--- config.mk ---
export PLATFORM = sky130hd
export DESIGN_NAME = fix2float_conv
export DESIGN_NICKNAME = d
export VERILOG_FILES = /design/src/rtl/f2f_pkg.sv /design/src/rtl/f2f_sign_mag.sv /design/src/rtl/f2f_lead_one.sv /design/src/rtl/f2f_norm_shift.sv /design/src/rtl/fix2float_conv.sv
export SDC_FILE = /design/constraint.sdc
export NUM_CORES = 1
export LEC_CHECK = 0
export BUFFER_PORTS_ARGS = -buffer_cell sky130_fd_sc_hd__buf_4
export CAP_MARGIN = 10
export CELL_PAD_IN_SITES_DETAIL_PLACEMENT = 1
export CELL_PAD_IN_SITES_GLOBAL_PLACEMENT = 1
export CORE_UTILIZATION = 44
export CTS_BUF_LIST = sky130_fd_sc_hd__clkbuf_4 sky130_fd_sc_hd__clkbuf_8
export CTS_CLUSTER_DIAMETER = 50
export DETAILED_ROUTE_END_ITERATION = 8
export PLACE_DENSITY_LB_ADDON = 0.1
export REMOVE_ABC_BUFFERS = 1
export SLEW_MARGIN = 10
export SYNTH_ARGS = -nofsm -noshare
export SYNTH_HDL_FRONTEND = slang
export SYNTH_SLANG_ARGS = --single-unit
export TNS_END_PERCENT = 1
--- constraint.sdc ---
create_clock -name clk -period 7.22 [get_ports clk]
set_clock_uncertainty 0.15 [all_clocks]
set_input_delay 0.722 -clock clk [delete_from_list [all_inputs] [get_ports clk]]
set_output_delay 0.722 -clock clk [all_outputs]
set_load 0.02 [all_outputs]
--- src/rtl/f2f_pkg.sv ---
package f2f_pkg;

    // Exponent bias for a given exponent field width.
    function automatic int exp_bias(input int exp_w);
        return (1 << (exp_w - 1)) - 1;
    endfunction

    // Number of bits needed to hold an index below n.
    function automatic int idx_bits(input int n);
        return (n <= 2) ? 1 : $clog2(n);
    endfunction

endpackage

--- src/rtl/f2f_sign_mag.sv ---
// Splits a two's complement word into a sign flag and an unsigned magnitude.
// The magnitude is unsigned and has the same width as the input, so the most
// negative input (only the top bit set) maps onto itself and is still exact.
module f2f_sign_mag #(
    parameter int IN_W = 16
) (
    input  logic [IN_W-1:0] word_in,
    output logic            neg_out,
    output logic [IN_W-1:0] mag_out
);
    always_comb begin
        neg_out = word_in[IN_W-1];
        if (word_in[IN_W-1]) begin
            mag_out = (~word_in) + IN_W'(1);
        end else begin
            mag_out = word_in;
        end
    end
endmodule

--- src/rtl/f2f_lead_one.sv ---
// Priority encoder: gives the index of the highest set bit of vec_in.
// any_out is low when vec_in is all zeros, and then pos_out is 0.
module f2f_lead_one #(
    parameter int W     = 16,
    parameter int POS_W = 4
) (
    input  logic [W-1:0]     vec_in,
    output logic [POS_W-1:0] pos_out,
    output logic             any_out
);
    always_comb begin
        pos_out = '0;
        any_out = 1'b0;
        // Ascending scan: the last set bit seen is the highest one.
        for (int b = 0; b < W; b++) begin
            if (vec_in[b]) begin
                pos_out = POS_W'(b);
                any_out = 1'b1;
            end
        end
    end
endmodule

--- src/rtl/f2f_norm_shift.sv ---
// Normalizing shifter: moves the leading one to the top bit position, drops
// it as the hidden bit, and packs the remaining bits at the top of the
// fraction field. The generate branch picks zero fill when the fraction is
// wider than the remaining bits, and truncation toward zero when it is not.
module f2f_norm_shift #(
    parameter int W     = 16,
    parameter int POS_W = 4,
    parameter int MAN_W = 23
) (
    input  logic [W-1:0]     mag_in,
    input  logic [POS_W-1:0] lead_pos,
    output logic [MAN_W-1:0] frac_out
);
    localparam int BELOW_W = W - 1;

    logic [W-1:0]       aligned;
    logic [BELOW_W-1:0] below;

    always_comb begin
        aligned = mag_in << (POS_W'(W - 1) - lead_pos);
        below   = aligned[BELOW_W-1:0];
    end

    generate
        if (MAN_W > BELOW_W) begin : g_pad
            localparam int PAD_W = MAN_W - BELOW_W;
            always_comb frac_out = {below, {PAD_W{1'b0}}};
        end else if (MAN_W == BELOW_W) begin : g_exact
            always_comb frac_out = below;
        end else begin : g_trunc
            always_comb frac_out = below[BELOW_W-1 -: MAN_W];
        end
    endgenerate
endmodule

--- src/rtl/fix2float_conv.sv ---
module fix2float_conv #(
    parameter int IN_W   = 16,
    parameter int FRAC_W = 6,
    parameter int EXP_W  = 8,
    parameter int MAN_W  = 23
) (
    input  logic                     clk,
    input  logic                     rst_n,
    input  logic [IN_W-1:0]          fixed_in,
    output logic [EXP_W+MAN_W:0]     float_out
);
    import f2f_pkg::*;

    localparam int POS_W    = idx_bits(IN_W);
    localparam int BIAS     = exp_bias(EXP_W);
    localparam int EXP_BASE = BIAS - FRAC_W;

    typedef struct packed {
        logic             sign;
        logic [EXP_W-1:0] expo;
        logic [MAN_W-1:0] frac;
    } flt_word_t;

    logic              neg_w;
    logic [IN_W-1:0]   mag_w;
    logic [POS_W-1:0]  pos_w;
    logic              any_w;
    logic [MAN_W-1:0]  frac_w;

    flt_word_t res_d, res_q;

    f2f_sign_mag #(.IN_W(IN_W)) u_sign_mag (
        .word_in (fixed_in),
        .neg_out (neg_w),
        .mag_out (mag_w)
    );

    f2f_lead_one #(.W(IN_W), .POS_W(POS_W)) u_lead_one (
        .vec_in  (mag_w),
        .pos_out (pos_w),
        .any_out (any_w)
    );

    f2f_norm_shift #(.W(IN_W), .POS_W(POS_W), .MAN_W(MAN_W)) u_norm_shift (
        .mag_in   (mag_w),
        .lead_pos (pos_w),
        .frac_out (frac_w)
    );

    // Next-value logic: zero takes its own path, otherwise assemble fields.
    always_comb begin
        res_d = '0;
        if (any_w) begin
            res_d.sign = neg_w;
            res_d.expo = EXP_W'(EXP_BASE) + EXP_W'(pos_w);
            res_d.frac = frac_w;
        end
    end

    always_ff @(posedge clk) begin
        if (!rst_n) begin
            res_q <= '0;
        end else begin
            res_q <= res_d;
        end
    end

    assign float_out = res_q;
endmodule

Yosys cells after proc, flatten, opt, wreduce, memory -nomap -nowiden. Cells that the tools add are included.

Multiplexer cells: 32. Shift operators: 1. Reductions and logical operators: 1. Add/sub/neg operators: 3. Bitwise logic cells: 1.

Operator list (count): $mux W4 (8); $mux W1 (17); $add A16 B1 Y16 const B (1); $mux W16 (1); $not A16 Y16 (1); $shl A16 B4 Y15 (1); $mux W3 (4); $add A7 B4 Y8 const A (1); $mux W2 (2); $sub A4 B4 Y4 const A (1); $reduce_and A2 Y1 (1).

Bits in registers: 32. Input port bits: 18. Logic and storage cells: 42. Output and inout bits: 32.

Logic depth before layout (Yosys ltp).
Depth after elaboration: 20. Depth in mapped cells: 15. Mapped depth without buffers: 12.

By module. Synthesis repeated with hierarchy kept, for this count alone.

Cell total of the unflattened synthesis: 221. Area total of the unflattened synthesis: 2142.1 um^2.

Modules (own cells, without submodules): fix2float_conv (sequential area each 620.6 um^2, area an instance 912.1 um^2, cells each 73, instances 1); f2f_norm_shift (sequential area each 0.0 um^2, area an instance 695.7 um^2, cells each 70, instances 1); f2f_sign_mag (sequential area each 0.0 um^2, area an instance 372.9 um^2, cells each 49, instances 1); f2f_lead_one (sequential area each 0.0 um^2, area an instance 161.4 um^2, cells each 29, instances 1).

Worst setup path before layout. OpenSTA, ideal clock, no wires.

Path kind: input to register. Start: input fixed_in[8]. End: register res_q (netlist bit float_out[21]). Library setup time: 0.079 ns. Stages on the path: 11. Path slack: 3.455 ns. Required time: 6.991 ns. Path buffers: 2. Arrival: 3.537 ns. Cell sequence: buf_6 > or4_4 > buf_6 > or4_4 > or4_4 > o221ai_4 > a21boi_4 > o22ai_1 > mux2_2 > a211o_1 > o211ai_1.

Cells in the longest elaborated chain, start to end: 13. Elaborated cells between the ends (all ways): 22. Those cells by class: add/sub: 2; shift: 1; mux: 17; bitwise: 1; reduce/logical: 1.

Ends and longest elaborated chain: start, declared (line fix2float_conv.sv:9) `input logic [IN_W-1:0] fixed_in,`; $not A16 Y16 (line f2f_sign_mag.sv:14) `mag_out = (~word_in) + IN_W'(1);`; $add A16 B1 Y16 (line f2f_sign_mag.sv:14); $mux W16 (*) (line f2f_sign_mag.sv:13) `if (word_in[IN_W-1]) begin`; $mux W4 (8 in series) (line f2f_lead_one.sv:16) `if (vec_in[b]) begin`; $sub A4 B4 Y4 (line f2f_norm_shift.sv:20) `aligned = mag_in << (POS_W'(W - 1) - lead_pos);`; $shl A16 B4 Y15 (line f2f_norm_shift.sv:20); end signal, assigned (line fix2float_conv.sv:64) `res_q <= res_d;`; end, declared (line fix2float_conv.sv:30) `flt_word_t res_d, res_q;`.

Every way passes the cells marked *; elsewhere a longest branch is shown, timed or not. A chain may end at the register's enable or synchronous reset.

Final worst setup path.
Start: input fixed_in[3]. End: register res_q (netlist bit float_out[22]).

Cells in the longest elaborated chain, start to end: 18. Elaborated cells between the ends (all ways): 32. Those cells by class: add/sub: 2; shift: 1; mux: 27; bitwise: 1; reduce/logical: 1.

Ends and longest elaborated chain (line): $not A16 Y16 (f2f_sign_mag.sv:14); $add A16 B1 Y16 (f2f_sign_mag.sv:14); $mux W16 (*) (f2f_sign_mag.sv:13); $mux W2 (f2f_lead_one.sv:16); $mux W3 (4 in series) (f2f_lead_one.sv:16); $mux W4 (8 in series) (f2f_lead_one.sv:16); $sub A4 B4 Y4 (f2f_norm_shift.sv:20); $shl A16 B4 Y15 (f2f_norm_shift.sv:20).

Marks and branches as above.

==> out/metrics.yaml <==
outcome: "completed"
clk_path_buf_depth: 2
layout_common_cells: "buf_4 (42), a21oi_1 (26), dfxtp_1 (23), nand2_1 (20)"
required_ns: 7.25
syn_avg_cell_area_um2: 7.41
wl_per_cell_um: 17.7
core_mm2: 0.00482
ir_drop_uv: 72.1
dpl.hpwl_mm: 5.27
grt_pass1_wl_mm: 11.3
ant_nets: 0
rows: 25
vias: 2448
timing.final.crit_share: 0.633
antenna_cells: 0
synth_edf_count: 0
leakagePower_nw: 0.988
postCtsHoldBufs: 0
antenna_found_initial: 0
fin_util: 0.526
gp_congestion: 0.908
grt_usage: 0.268
final_nets: 347
cts_sinks: 23
cts_tree: "built"
post-place-ws_ns: 2.45
io_pins: 50
rsz0062_at_grt: "no"
crit_type: "in2reg"
place_area_mm2: 0.00249
ys_seq_area_frac: 0.206
cp_max_fo: 26
postCtsSetupBuffers: 0
cts_max_level: 1
first_iter_violations: 123
yosysTopAreaCellShare: 0.206
tightest_slew_ns: 0.793
design_area_mm2: 0.00254
numPortBuffers: 41
ys_ff_latch: 23
fmax_mhz: 219
chipHeight_um: 73.3
cp.arrival_ns: 4.60
dieArea_mm2: 0.00538
period_needed_ns: 4.57
numCtsBuffers: 3
grt_pass1_vias: 2301
grt-ovfl-total: 0
tns_ns: 0
cts.repair.resized: 0
largest_reg_flops: 23
netlist_instances: 302
die_width_um: 73.3
hold_viol_final: 0
start_kind: "input port"
setup_viol: 0
p_per_area_mw_per_mm2: 166
yosys_warnings: 0
clk_pin_slew_worst_paths_ns: 0.09
final_common_cell: "buf_4"
synth_flop_cell: "dfxtp_1"
relSlewSlack: 0.467
clockRootBuffer: "clkbuf_8"
synthToLayoutAreaGrowth_pct: 13.3
grt_max_degree: 27
drive_gt1_frac: 0.185
drcViolationCount: 0
hold_path_class: "in2reg"
end_kind: "flip-flop"
synthTopCellsByArea: "dfxtp_1 (21%), a21oi_1 (5.8%), xnor2_1 (5.1%)"
via_per_inst: 6.24
yosys.area.top_type: "dfxtp_1"
synth_area_mm2: 0.00224
fin_ws_ns: 2.65
synth_cell_type_count: 60
drv_slew: 0
start_util: 0.465
synthArstFlopShare: 0
totalWireLength_mm: 6.93
cap_violations: 0
dr.pass1.iters: 4
==> cells in the mapped netlist (all sizes together), types with 3 or more instances <==
master	instances
clkbuf	13
dfxtp	23
o31ai	5
or4	5
nand2b	5
o21ai	20
nand2	20
nor4	6
nor2	19
xor2	4
mux2i	6
ha	3
xnor2	13
buf	18
a31oi	8
nand4	4
nor3	12
o211ai	7
o32ai	4
nand3	14
and2	5
or2	3
nor2b	3
a211oi	9
a211o	3
a21oi	26
and3	4
inv	7
o221ai	3
==> cell families after synthesis <==
logic type               after synthesis  synth area share
AO/OA/AOI/OAI                        103             0.323
XOR/XNOR                              17            0.0665
adder cells (fa/ha/maj)                3            0.0168
buffers and inverters                 40            0.0950
flip-flops                            23             0.206
multiplexers                           7            0.0319
other                                  1           0.00168
AND/OR/NAND/NOR                      108             0.259
==> power breakdown <==
group          internal, mW  switching (mW)  leakage [nW]  total, mW
combinational        0.0701           0.124         0.771      0.194
clock                0.0386          0.0422        0.0255     0.0807
sequential            0.141         0.00423         0.191      0.146
total                 0.250           0.170         0.988      0.421
==> critical path: stages <==
cell,delay [ns]
buf_4,0.14
or4_1,0.75
or4_4,0.59
or4_1,0.48
nand3_1,0.12
o211a_1,0.38
clkinv_2,0.40
o32ai_1,0.71
nand2b_1,0.11
o221ai_1,0.19
==> layout make-up <==
class | count | area, um2
clock buffers | 3 | 41.3
clock inverters | 1 | 5.00
fillers | 639 | 2280
inverters | 9 | 35.0
multi-input cells | 247 | 1600
flip-flops and latches | 23 | 460
well taps | 67 | 83.8
repair buffers | 42 | 315
==> metal layers <==
metal  wire length (um)  global-route usage  up-vias
li1                   -                   -     1166
met1               3270               0.374     1201
met2               3290               0.450       75
met3                329              0.0343        6
met4                 36              0.0363        0
met5                  0                   0        -
==> path summary, 6_finish.rpt <==
check,start,endpoint,slack (ns),depth (start not counted)
worst min-delay path,fixed_in[0],float_out[12],0.65,3
worst max-delay path,fixed_in[3],float_out[22],2.65,10
==> stage by stage <==
stage	instances	total power [mW]	hold slack, ns
6_report	392	0.421	0.649
5_1_grt	392	0.444	0.694
4_1_cts	392	0.420	0.654
3_5_place_dp	388	0.339	0.940
3_3_place_gp	388	0.335	0.943
2_1_floorplan	279	0.269	0.743
No activity file was read; power rests on OpenSTA's default activity.
